--- src/rtl/cfg_logic_cell.sv ---
module cfg_logic_cell #(
  parameter int NSRC = 15,
  parameter int SELW = $clog2(NSRC + 1)
) (
  input  logic            clk,
  input  logic            rst_n,
  input  logic [NSRC-1:0] src,
  input  logic            wr_en,
  input  logic [3:0]      wr_addr,
  input  logic [7:0]      wr_data,
  output logic            cell_out,
  output logic            rise_flag,
  output logic            fall_flag,
  output logic            irq
);
  localparam int NBANK = 1 << SELW;

  logic            en_q, inv_q, rie_q, fie_q;
  logic [2:0]      mode_q;
  logic [SELW-1:0] sel_q [4];
  logic [7:0]      gcfg_q [4];
  logic [3:0]      ginv_q;

  logic [NBANK-1:0] bank;
  logic [3:0]       d, g;
  logic             q, q_nxt, g0_d, clk_edge, comb_f, out_nxt;
  logic             clr_r, clr_f;

  always_ff @(posedge clk or negedge rst_n) begin
    if (!rst_n) begin
      {en_q, inv_q, rie_q, fie_q} <= '0;
      mode_q <= '0;
      ginv_q <= '0;
      for (int k = 0; k < 4; k++) begin
        sel_q[k]  <= '0;
        gcfg_q[k] <= '0;
      end
    end else if (wr_en) begin
      if (wr_addr == 4'd0) begin
        {en_q, inv_q, rie_q, fie_q} <= {wr_data[0], wr_data[1], wr_data[2], wr_data[3]};
        mode_q <= wr_data[6:4];
      end
      if (wr_addr == 4'd9) ginv_q <= wr_data[3:0];
      for (int k = 0; k < 4; k++) begin
        if (wr_addr == 4'(1 + k)) sel_q[k]  <= wr_data[SELW-1:0];
        if (wr_addr == 4'(5 + k)) gcfg_q[k] <= wr_data;
      end
    end
  end

  always_comb begin
    bank = '0;
    bank[NSRC-1:0] = src;
    bank[NSRC] = cell_out;
  end

  always_comb
    for (int k = 0; k < 4; k++) begin
      d[k] = bank[sel_q[k]];
      g[k] = ((|(gcfg_q[k][3:0] & d)) | (|(gcfg_q[k][7:4] & ~d))) ^ ginv_q[k];
    end

  assign clk_edge = g[0] & ~g0_d;

  always_comb begin
    q_nxt = q;
    case (mode_q)
      3'd3: q_nxt = (g[0] | g[1]) ? 1'b1 : ((g[2] | g[3]) ? 1'b0 : q);
      3'd4: q_nxt = g[2] ? 1'b0 : g[3] ? 1'b1 : clk_edge ? g[1] : q;
      3'd5: q_nxt = g[2] ? 1'b0 : clk_edge ? (g[1] & g[3]) : q;
      3'd6: q_nxt = g[2] ? 1'b0 : clk_edge ? ((g[1] & ~q) | (~g[3] & q)) : q;
      3'd7: q_nxt = g[2] ? 1'b0 : g[3] ? 1'b1 : g[0] ? g[1] : q;
      default: q_nxt = q;
    endcase
  end

  always_comb
    case (mode_q)
      3'd0:    comb_f = (g[0] & g[1]) | (g[2] & g[3]);
      3'd1:    comb_f = (g[0] | g[1]) ^ (g[2] | g[3]);
      3'd2:    comb_f = &g;
      default: comb_f = q_nxt;
    endcase

  assign out_nxt = en_q & (comb_f ^ inv_q);
  assign clr_r   = wr_en && wr_addr == 4'd10 && wr_data[0];
  assign clr_f   = wr_en && wr_addr == 4'd10 && wr_data[1];

  always_ff @(posedge clk or negedge rst_n) begin
    if (!rst_n) begin
      q         <= 1'b0;
      g0_d      <= 1'b0;
      cell_out  <= 1'b0;
      rise_flag <= 1'b0;
      fall_flag <= 1'b0;
    end else begin
      q         <= en_q & q_nxt;
      g0_d      <= g[0];
      cell_out  <= out_nxt;
      rise_flag <= (rie_q & out_nxt & ~cell_out) | (rise_flag & ~clr_r);
      fall_flag <= (fie_q & ~out_nxt & cell_out) | (fall_flag & ~clr_f);
    end
  end

  assign irq = rise_flag | fall_flag;

  a_r10_disabled_low: assert property (@(posedge clk) disable iff (!rst_n)
    !en_q |=> !cell_out);
  a_r11_rise_sets_flag: assert property (@(posedge clk) disable iff (!rst_n)
    (rie_q && !cell_out && out_nxt) |=> (rise_flag && irq));
  a_r11_no_rise_unarmed: assert property (@(posedge clk) disable iff (!rst_n)
    (!rie_q && !rise_flag) |=> !rise_flag);
  a_r12_rise_sticky: assert property (@(posedge clk) disable iff (!rst_n)
    (rise_flag && !clr_r) |=> rise_flag);
  a_r12_fall_sticky: assert property (@(posedge clk) disable iff (!rst_n)
    (fall_flag && !clr_f) |=> fall_flag);
endmodule

--- config.mk ---
export PLATFORM = sky130hd
export DESIGN_NAME = cfg_logic_cell
export DESIGN_NICKNAME = d
export VERILOG_FILES = /design/src/rtl/cfg_logic_cell.sv
export SDC_FILE = /design/constraint.sdc
export NUM_CORES = 1
export LEC_CHECK = 0
export BUFFER_PORTS_ARGS = -buffer_cell sky130_fd_sc_hd__buf_2
export CORE_ASPECT_RATIO = 1.25
export CORE_UTILIZATION = 45
export CTS_CLUSTER_SIZE = 8
export DETAILED_ROUTE_END_ITERATION = 10
export GPL_TIMING_DRIVEN = 1
export RECOVER_POWER = 50
export SYNTH_ARGS = -nofsm -noshare
export SYNTH_HDL_FRONTEND = slang
export SYNTH_SLANG_ARGS = --single-unit
--- constraint.sdc ---
create_clock -name clk -period 3.6 [get_ports clk]
set_input_delay 1.08 -clock clk [delete_from_list [all_inputs] [get_ports clk]]
set_output_delay 1.08 -clock clk [all_outputs]
set_load 0.01 [all_outputs]
==> results of run 1 <==
through the flow:
step | hold slack (ps) | utilization | power [W] | cell area (um^2) | instances
2_1_floorplan | 470 | - | 0.00195 | 4070 | 364
3_3_place_gp | 482 | 0.519 | 0.00235 | 4520 | 529
3_5_place_dp | 495 | 0.519 | 0.00237 | 4520 | 529
4_1_cts | 511 | 0.555 | 0.00312 | 4820 | 548
5_1_grt | 525 | 0.560 | 0.00335 | 4870 | 549
6_report | 509 | 0.560 | 0.00315 | 4870 | 549
state kept, by name, indices dropped and copies added (netlist names):
signal     cells
inv_q          1
en_q           1
sel_q         16
q              1
cell_out       1
g0_d           1
rise_flag      1
mode_q         3
fie_q          1
gcfg_q        32
fall_flag      1
ginv_q         4
rie_q          1
per-layer routing:
metal | share of wire | vias to the layer above
met3 | 0.033 | 20
met2 | 0.51 | 66
met5 | 0 | -
li1 | - | 1470
met4 | 0.030 | 0
met1 | 0.43 | 1494
final timing paths:
check | to | slack (ps) | cells after the start
max | rise_flag$_DFF_PN0_ | -210 | 12
min | gcfg_q[21]$_DFFE_PN0P_ | 510 | 1
max reg2reg | rise_flag$_DFF_PN0_ | 70 | 14
min reg2reg | gcfg_q[21]$_DFFE_PN0P_ | 510 | 1
max in group asynchronous | gcfg_q[25]$_DFFE_PN0P_ | 1420 | 2
min in group asynchronous | fall_flag$_DFF_PN0_ | 1220 | 2
final cells by class:
cell class	count	area, um^2
clock buffers	11	141
clock inverters	5	80.1
fillers	781	3830
inverters	13	48.8
multi-input cells	269	2370
flip-flops and latches	64	1600
well taps	120	150
repair buffers	67	478
worst max-delay path, cell delays in order:
cell      delay [ps]
buf_8            100
mux4_2           490
mux2i_4          250
mux2_4           330
a222oi_1         320
buf_4            180
and4_4           230
nor3_2            50
maj3_2           300
o32a_1           420
o31a_1           270
nand3_1           70
cell families (layout without fill, tap and decap cells):
family / count (synthesis) / after routing / share of synthesized area
muxes: 110 / 110 / 0.322
and+or+nand+nor: 101 / 101 / 0.137
DFF: 64 / 64 / 0.396
AOI/OAI and AO/OA: 55 / 55 / 0.101
buffers and inverters: 31 / 96 / 0.0374
xor gates and xnor gates: 2 / 2 / 0.00433
adders and majority gates: 1 / 1 / 0.00247
synth_stat cells (2+ instances only):
master / n
nand3b_1: 6
inv_1: 13
xnor2_1: 2
nand2_1: 26
nand2b_1: 9
buf_2: 4
nor2_1: 15
or3_1: 2
and3b_1: 2
a31oi_1: 3
a21oi_1: 4
and4b_1: 2
or2_2: 2
buf_4: 2
dfrtp_1: 64
nor3_1: 3
o211ai_1: 4
and3_1: 3
o22ai_1: 3
or4_1: 2
o21a_1: 3
mux4_2: 8
mux2_2: 62
buf_1: 3
clkbuf_1: 7
o32ai_1: 3
a41oi_1: 2
o21ai_0: 14
nor2b_1: 9
nand3_1: 9
mux2i_1: 37
nor3b_1: 4
timing repair:
action | 4_1_cts | 5_1_grt
setup buffers | 3 | 1
pin swaps | 10 | 3
resized for setup | 16 | 8
hold buffers | 0 | 0
setup endpoints to repair | 4 | 4
power by group:
| part | internal (W) | leakage [nW] | total (W) | switching [W] |
|---|---|---|---|---|
| clock | 0.000408 | 0.106 | 0.000692 | 0.000284 |
| sequential | 0.000896 | 0.783 | 0.00110 | 0.000206 |
| combinational | 0.000742 | 1.23 | 0.00136 | 0.000614 |
| total | 0.00205 | 2.12 | 0.00315 | 0.00110 |
==> results.json, run 1 <==
{
  "synth_enable_flop_cells": 0,
  "clock_sinks": 64,
  "tritoncts": "yes",
  "grt_busiest_layer": "met2",
  "ys_warn_count": 0,
  "final_cell_mix": "dfrtp_1 (64), mux2_2 (61), mux2i_1 (35)",
  "via_count": 3050,
  "grtUsageMet2": 0.422,
  "clkLatencyLatePin_ps": 350,
  "ant_nets": 0,
  "cts_root_buffer": "clkbuf_8",
  "port_buffers": 33,
  "htree_levels": 3,
  "grt_max_degree": 65,
  "end_kind": "register",
  "nNetsFinal": 454,
  "area_growth_pct": 20.4,
  "gr-total-overflow": 0,
  "final_common_cell": "dfrtp_1",
  "synth_area_leaders": "dfrtp_1 (40%), mux2_2 (17%), mux2i_1 (9.1%)",
  "power_density_mw_per_mm2": 646,
  "synth_largest_area_cell": "dfrtp_1",
  "path_max_fanout": 5,
  "fp.coreArea_mm2": 0.00870,
  "grt_pass1_vias": 3227,
  "grt_pass1_wl_um": 16700,
  "fin_setup_tns_ps": -606,
  "fin_crit_ps": 3810,
  "r2r_start": "sel_q[10]$_DFFE_PN0P_",
  "cts_buffers": 9,
  "grt_usage": 0.241,
  "min_from": "gcfg_q[21]$_DFFE_PN0P_",
  "die_width_um": 86.8,
  "synth_cell_types": 64,
  "syn-num-nets": 394,
  "startpoint": "src[7]",
  "drt-pass1-iter-count": 5,
  "drv_cap": 1,
  "die_area_mm2": 0.00938,
  "wl_per_cell_um": 18.7,
  "syn-instance-count": 364,
  "routabilityCongestion": 0.930,
  "start_util": 0.465,
  "fin_worst_skew_ps": 9.01,
  "remaining_drc_errors": 0,
  "synthesis.area_mm2": 0.00405,
  "cts_max_path_buffers": 2,
  "vdd_ir_drop_max_mv": 0.381,
  "required_ps": 3880,
  "fmax_ghz": 0.262,
  "power_leakage_nw": 2.12,
  "num_antenna_cells": 0,
  "rsz0062_at_grt": "true",
  "post-place-ws_ps": -741,
  "io-pin-count": 34,
  "hold_path_class": "reg -> reg",
  "post-route-period-util": 1.06,
  "synth_top_area_share": 0.396,
  "ys_seq_area_frac": 0.396,
  "grt_use_met1": 0.285,
  "layout-drive-gt1-share": 0.410,
  "clk_pin_slew_ps": 70,
  "slew_viol_final": 65,
  "violations": "max-capacitance violations, max-slew violations, negative setup slack",
  "cp.arrival_ps": 4100,
  "ys.flop_type": "dfrtp_1",
  "cp-start-kind": "primary input",
  "critPathKind": "in -> reg",
  "dpl.hpwl_um": 7630,
  "relSlewSlack": -0.0696,
  "setup_slack_ps": -215,
  "wl_um": 10300,
  "rows": 38,
  "grtUsageMet3": 0.0473,
  "avgViaCountPerCell": 5.56,
  "synth_area_per_cell_um2": 11.1,
  "ys_ff_latch": 64,
  "hold_viol": 0,
  "status": "finished with violations",
  "drtIter0Drc": 152,
  "asyncSetResetFlopFracSynth": 1.00,
  "tightest_slew_ps": 1600,
  "fp.dieH_um": 108,
  "setup-violations-final": 4,
  "antenna_found_initial": 0
}
(Power assumes the default switching activity.)
==> inputs of run 2 (changes only) <==
--- a/config.mk
+++ b/config.mk
@@ -12,6 +12,7 @@
 export DETAILED_ROUTE_END_ITERATION = 10
 export GPL_TIMING_DRIVEN = 1
 export RECOVER_POWER = 50
+export SKIP_CTS_REPAIR_TIMING = 1
 export SYNTH_ARGS = -nofsm -noshare
 export SYNTH_HDL_FRONTEND = slang
 export SYNTH_SLANG_ARGS = --single-unit
==> constraint.sdc (replaced) <==
create_clock -name clk -period 3.6 [get_ports clk]
set_input_delay 0.18 -clock clk [delete_from_list [all_inputs] [get_ports clk]]
set_output_delay 0.18 -clock clk [all_outputs]
set_load 0.01 [all_outputs]
==> results.json, run 2 (synthesized netlist as in run 1, its figures left out) <==
{
  "gr-total-overflow": 0,
  "drt-pass1-iter-count": 4,
  "area_growth_pct": 21.4,
  "vdd_ir_drop_max_mv": 0.343,
  "grt_max_degree": 44,
  "grtUsageMet3": 0.0359,
  "worst-r2r-cell-count": 14,
  "antenna_found_initial": 0,
  "layout-drive-gt1-share": 0.420,
  "routabilityCongestion": 0.890,
  "rsz0062_at_grt": "true",
  "dp_cells": 513,
  "top_register": "gcfg_q",
  "avgViaCountPerCell": 5.86,
  "required_ps": 3830,
  "pwr-share-seq": 0.330,
  "io-pin-count": 34,
  "power_leakage_nw": 2.08,
  "cp-start-kind": "register",
  "tightest_slew_ps": 2410,
  "hold_path_end": "gcfg_q[7]$_DFFE_PN0P_",
  "tritoncts": "yes",
  "fillers": 771,
  "cp.arrival_ps": 3800,
  "fin_worst_skew_ps": 6.17,
  "hold_viol": 0,
  "critPathKind": "reg -> reg",
  "path_max_fanout": 6,
  "wl_per_cell_um": 19.7,
  "clk_pin_slew_ps": 70,
  "final_cell_mix": "mux2_2 (60), dfrtp_1 (59), mux2i_1 (31)",
  "grt_busiest_layer": "met2",
  "remaining_drc_errors": 0,
  "reg2reg_to": "fall_flag$_DFF_PN0_",
  "setup-violations-final": 0,
  "port_buffers": 33,
  "power_density_mw_per_mm2": 677,
  "power_w": 0.00333,
  "grt_usage": 0.246,
  "final_common_cell": "mux2_2",
  "slew_viol_final": 44,
  "largest_reg_flops": 32,
  "via_count": 3190,
  "ant_nets": 0,
  "grt_pass1_vias": 3104,
  "dpl.hpwl_um": 7660,
  "drv_cap": 1,
  "fp.dieH_um": 108,
  "grt_use_met1": 0.293,
  "cts_max_path_buffers": 2,
  "r2r_start": "sel_q[6]$_DFFE_PN0P_",
  "fp.coreArea_mm2": 0.00870,
  "drtIter0Drc": 207,
  "die_area_mm2": 0.00938,
  "grtUsageMet2": 0.437,
  "status": "finished with violations",
  "clock_sinks": 64,
  "fin_cells": 544,
  "num_antenna_cells": 0,
  "violations": "max-capacitance violations, max-slew violations",
  "wl_um": 10700,
  "start_util": 0.465,
  "fmax_ghz": 0.280,
  "clkLatencyLatePin_ps": 350,
  "fin_setup_tns_ps": 0,
  "relSlewSlack": -0.608,
  "min_path_cells": 2,
  "min_from": "wr_data[7]",
  "die_width_um": 86.8,
  "nNetsFinal": 449,
  "netSwitchingFraction": 0.351,
  "cts_root_buffer": "clkbuf_8",
  "fin_crit_ps": 3570,
  "intPower_w": 0.00216,
  "reg_top3": "gcfg_q (32), sel_q (16), ginv_q (4)",
  "clkPwrFrac": 0.223,
  "hold_path_class": "in -> reg",
  "rows": 38,
  "p_switching_w": 0.00117,
  "htree_levels": 3,
  "r2r_setup_slack_ps": 30,
  "grt_pass1_wl_um": 16800,
  "p_comb_frac": 0.447,
  "post-route-period-util": 0.991,
  "end_kind": "register",
  "cts_buffers": 9
}
## run 2: per-layer routing
layer / vias to the layer above / routed length (um) / part of all wire
met4: 0 / 216 / 0.020
met3: 18 / 333 / 0.031
li1: 1471 / - / -
met2: 83 / 5690 / 0.53
met5: - / 0 / 0
met1: 1618 / 4500 / 0.42
## run 2: worst max-delay path, stage by stage (launching register included)
cell,delay [ps]
dfrtp_2,470
mux2i_1,140
mux4_2,520
buf_4,170
mux2i_1,130
and4b_1,240
o2111a_2,310
buf_6,130
mux2_4,290
o2111ai_2,190
a31oi_1,70
a211oi_2,360
buf_4,190
o211ai_1,70
nor3b_1,150
## run 2: metrics by stage
| stage | cell area (um^2) | worst slack, ps | utilization | hold slack, ps |
|---|---|---|---|---|
| floorplan | 4050 | 319 | - | -116 |
| finish | 4910 | 33.2 | 0.565 | 112 |
| global placement | 4380 | -72.9 | 0.503 | 399 |
| CTS | 4610 | -138 | 0.530 | 20.9 |
| detailed placement | 4380 | -51.5 | 0.503 | 395 |
| global route | 4910 | -42.1 | 0.565 | 102 |
## run 2: area by class of cell
cell class | count | area, um^2 | area share
inverters | 13 | 48.8 | 0.00993
clock buffers | 10 | 128 | 0.0260
well taps | 120 | 150 | 0.0305
flip-flops and latches | 64 | 1610 | 0.327
multi-input cells | 269 | 2460 | 0.501
repair buffers | 62 | 413 | 0.0840
clock inverters | 6 | 108 | 0.0219
## run 2: power groups by stage
| stage | clock network (W) | registers [W] | logic (W) |
|---|---|---|---|
| after CTS | 0.000751 | 0.00109 | 0.00119 |
| after floorplan | 0 | 0.00101 | 0.000916 |
| final | 0.000741 | 0.00110 | 0.00149 |
| after global routing | 0.000794 | 0.00113 | 0.00160 |
| after global placement | 0 | 0.00109 | 0.00116 |
| after detailed placement | 0 | 0.00110 | 0.00117 |
## run 2: worst max-delay path by stage
stage                                startpoint             endpoint
after floorplan            sel_q[4]$_DFFE_PN0P_  rise_flag$_DFF_PN0_
after global placement    sel_q[10]$_DFFE_PN0P_   cell_out$_DFF_PN0_
after detailed placement   sel_q[4]$_DFFE_PN0P_   cell_out$_DFF_PN0_
after CTS                 sel_q[10]$_DFFE_PN0P_   cell_out$_DFF_PN0_
after global routing       sel_q[6]$_DFFE_PN0P_  fall_flag$_DFF_PN0_
final                      sel_q[6]$_DFFE_PN0P_  fall_flag$_DFF_PN0_
==> inputs of run 3 (changes only) <==
==> constraint.sdc (replaced) <==
create_clock -name clk -period 4.2 [get_ports clk]
set_input_delay 0.21 -clock clk [delete_from_list [all_inputs] [get_ports clk]]
set_output_delay 0.21 -clock clk [all_outputs]
set_load 0.01 [all_outputs]
==> results.json, run 3 (synthesized netlist as in run 1, its figures left out) <==
{
  "via_count": 3011,
  "wl_met2_um": 4970,
  "clkLatencyLatePin_ps": 360,
  "area_growth_pct": 10.4,
  "antenna_found_initial": 0,
  "wl_um": 9840,
  "grt_pass1_wl_um": 15900,
  "cp.arrival_ps": 4040,
  "final_area_mm2": 0.00447,
  "clk_pin_slew_ps": 70,
  "cts_max_path_buffers": 2,
  "placed_cell_area_mm2": 0.00427,
  "fp.coreArea_mm2": 0.00870,
  "drv_cap": 1,
  "die_width_um": 86.8,
  "routabilityCongestion": 0.868,
  "htree_levels": 3,
  "violations": "max-capacitance violations, max-slew violations",
  "status": "finished with violations",
  "fin_crit_ps": 3750,
  "required_ps": 4490,
  "clock_sinks": 64,
  "gr-total-overflow": 0,
  "critPathKind": "reg -> reg",
  "r2r_setup_slack_ps": 450,
  "grt_pass1_vias": 2961,
  "start_util": 0.465,
  "tritoncts": "yes",
  "rsz0062_at_grt": "false",
  "layout-drive-gt1-share": 0.321,
  "cp-start-kind": "register",
  "crit_buf_inv": 0,
  "dp_cells": 500,
  "setup-violations-final": 0,
  "end_kind": "register",
  "power_density_mw_per_mm2": 541,
  "grt_max_degree": 65,
  "final_cell_mix": "dfrtp_1 (64), mux2_2 (62), mux2i_1 (37)",
  "crit_path_max_incr_delay_ps": 530,
  "die_area_mm2": 0.00938,
  "fin_worst_skew_ps": 5.70,
  "nNetsFinal": 421,
  "cts_buffers": 9,
  "cts_root_buffer": "clkbuf_8",
  "post-place-ws_ps": 510,
  "num_antenna_cells": 0,
  "relSlewSlack": -1.34,
  "io-pin-count": 34,
  "post-route-period-util": 0.894,
  "top_layer": "met4",
  "wl_met1_um": 4370,
  "fin_setup_tns_ps": 0,
  "cp_top_family": "multiplexers",
  "reg_top3": "gcfg_q (32), sel_q (16), ginv_q (4)",
  "hold_viol": 0,
  "avgViaCountPerCell": 5.84,
  "path_common_cell": "mux2i_1",
  "port_buffers": 33,
  "remaining_drc_errors": 0,
  "wl_met3_um": 287,
  "fin_cells": 516,
  "wl_per_cell_um": 19.1,
  "power_leakage_nw": 1.91,
  "largest_reg_flops": 32,
  "final_common_cell": "dfrtp_1",
  "setup_slack_ps": 447,
  "top_register": "gcfg_q",
  "rows": 38,
  "dpl.hpwl_um": 7170,
  "worstPathCellList": "mux2i_1, mux4_2, mux2i_1, mux2i_1, o211ai_1, o21a_1, or2_1, a311oi_2, a211oi_2, or4_1, nand3_1",
  "path_max_fanout": 7,
  "slew_viol_final": 65,
  "grt_usage": 0.231,
  "slowest_stage": "mux4_2",
  "drtIter0Drc": 160,
  "tightest_slew_ps": 3510,
  "holdWs_ps": 141,
  "fmax_ghz": 0.266,
  "hold_path_class": "in -> reg",
  "drt-pass1-iter-count": 4,
  "vdd_ir_drop_max_mv": 0.296,
  "fp.dieH_um": 108,
  "ant_nets": 0
}
[run 3: cell types whose count changed in the layout (fill, tap and decap cells not counted), moves of 3 or more]
cell and delta:
buf_4 -22, mux2i_1 +6, dfrtp_1 +5, dfrtp_2 -5, mux2i_4 -5, buf_6 -3, clkbuf_1 -3
[run 3: worst register-to-register path, cell delays in order, from the launching register on]
cell,delay (ps)
dfrtp_1,490
mux2i_1,160
mux4_2,530
mux2i_1,290
mux2i_1,330
o211ai_1,240
o21a_1,290
or2_1,280
a311oi_2,300
a211oi_2,160
or4_1,530
nand3_1,100
[run 3: where the power goes]
part | switching, W | total, W | internal (W)
Clock | 0.000249 | 0.000553 | 0.000304
Combinational | 0.000442 | 0.000907 | 0.000466
Sequential | 0.000188 | 0.000956 | 0.000767
[run 3: path summary, 6_finish.rpt]
kind | to | startpoint | cells after the start
worst min register to register | rie_q$_DFFE_PN0P_ | rie_q$_DFFE_PN0P_ | 1
worst min-delay path | gcfg_q[7]$_DFFE_PN0P_ | wr_data[7] | 2
max in group asynchronous | gcfg_q[22]$_DFFE_PN0P_ | rst_n | 2
worst max register to register | rise_flag$_DFF_PN0_ | sel_q[6]$_DFFE_PN0P_ | 11
min in group asynchronous | gcfg_q[27]$_DFFE_PN0P_ | rst_n | 2
worst max-delay path | rise_flag$_DFF_PN0_ | sel_q[6]$_DFFE_PN0P_ | 11
[run 3: final cells by class]
class	count	area [um^2]
Inverter	13	48.8
Clock inverter	5	55.1
Timing Repair Buffer	34	166
Fill cell	819	4230
Sequential cell	64	1600
Clock buffer	11	151
Multi-Input combinational cell	269	2290
Tap cell	120	150
[run 3: stage by stage]
step | total power (W) | util
2_1_floorplan | 0.00165 | -
5_1_grt | 0.00256 | 0.514
4_1_cts | 0.00243 | 0.514
6_report | 0.00242 | 0.514
3_3_place_gp | 0.00185 | 0.491
3_5_place_dp | 0.00187 | 0.491
[run 3: layer usage]
| layer | track usage | up-vias |
|---|---|---|
| met5 | 0 | - |
| met3 | 0.0374 | 15 |
| met1 | 0.294 | 1525 |
| met4 | 0.0952 | 0 |
| met2 | 0.388 | 62 |
| li1 | - | 1409 |
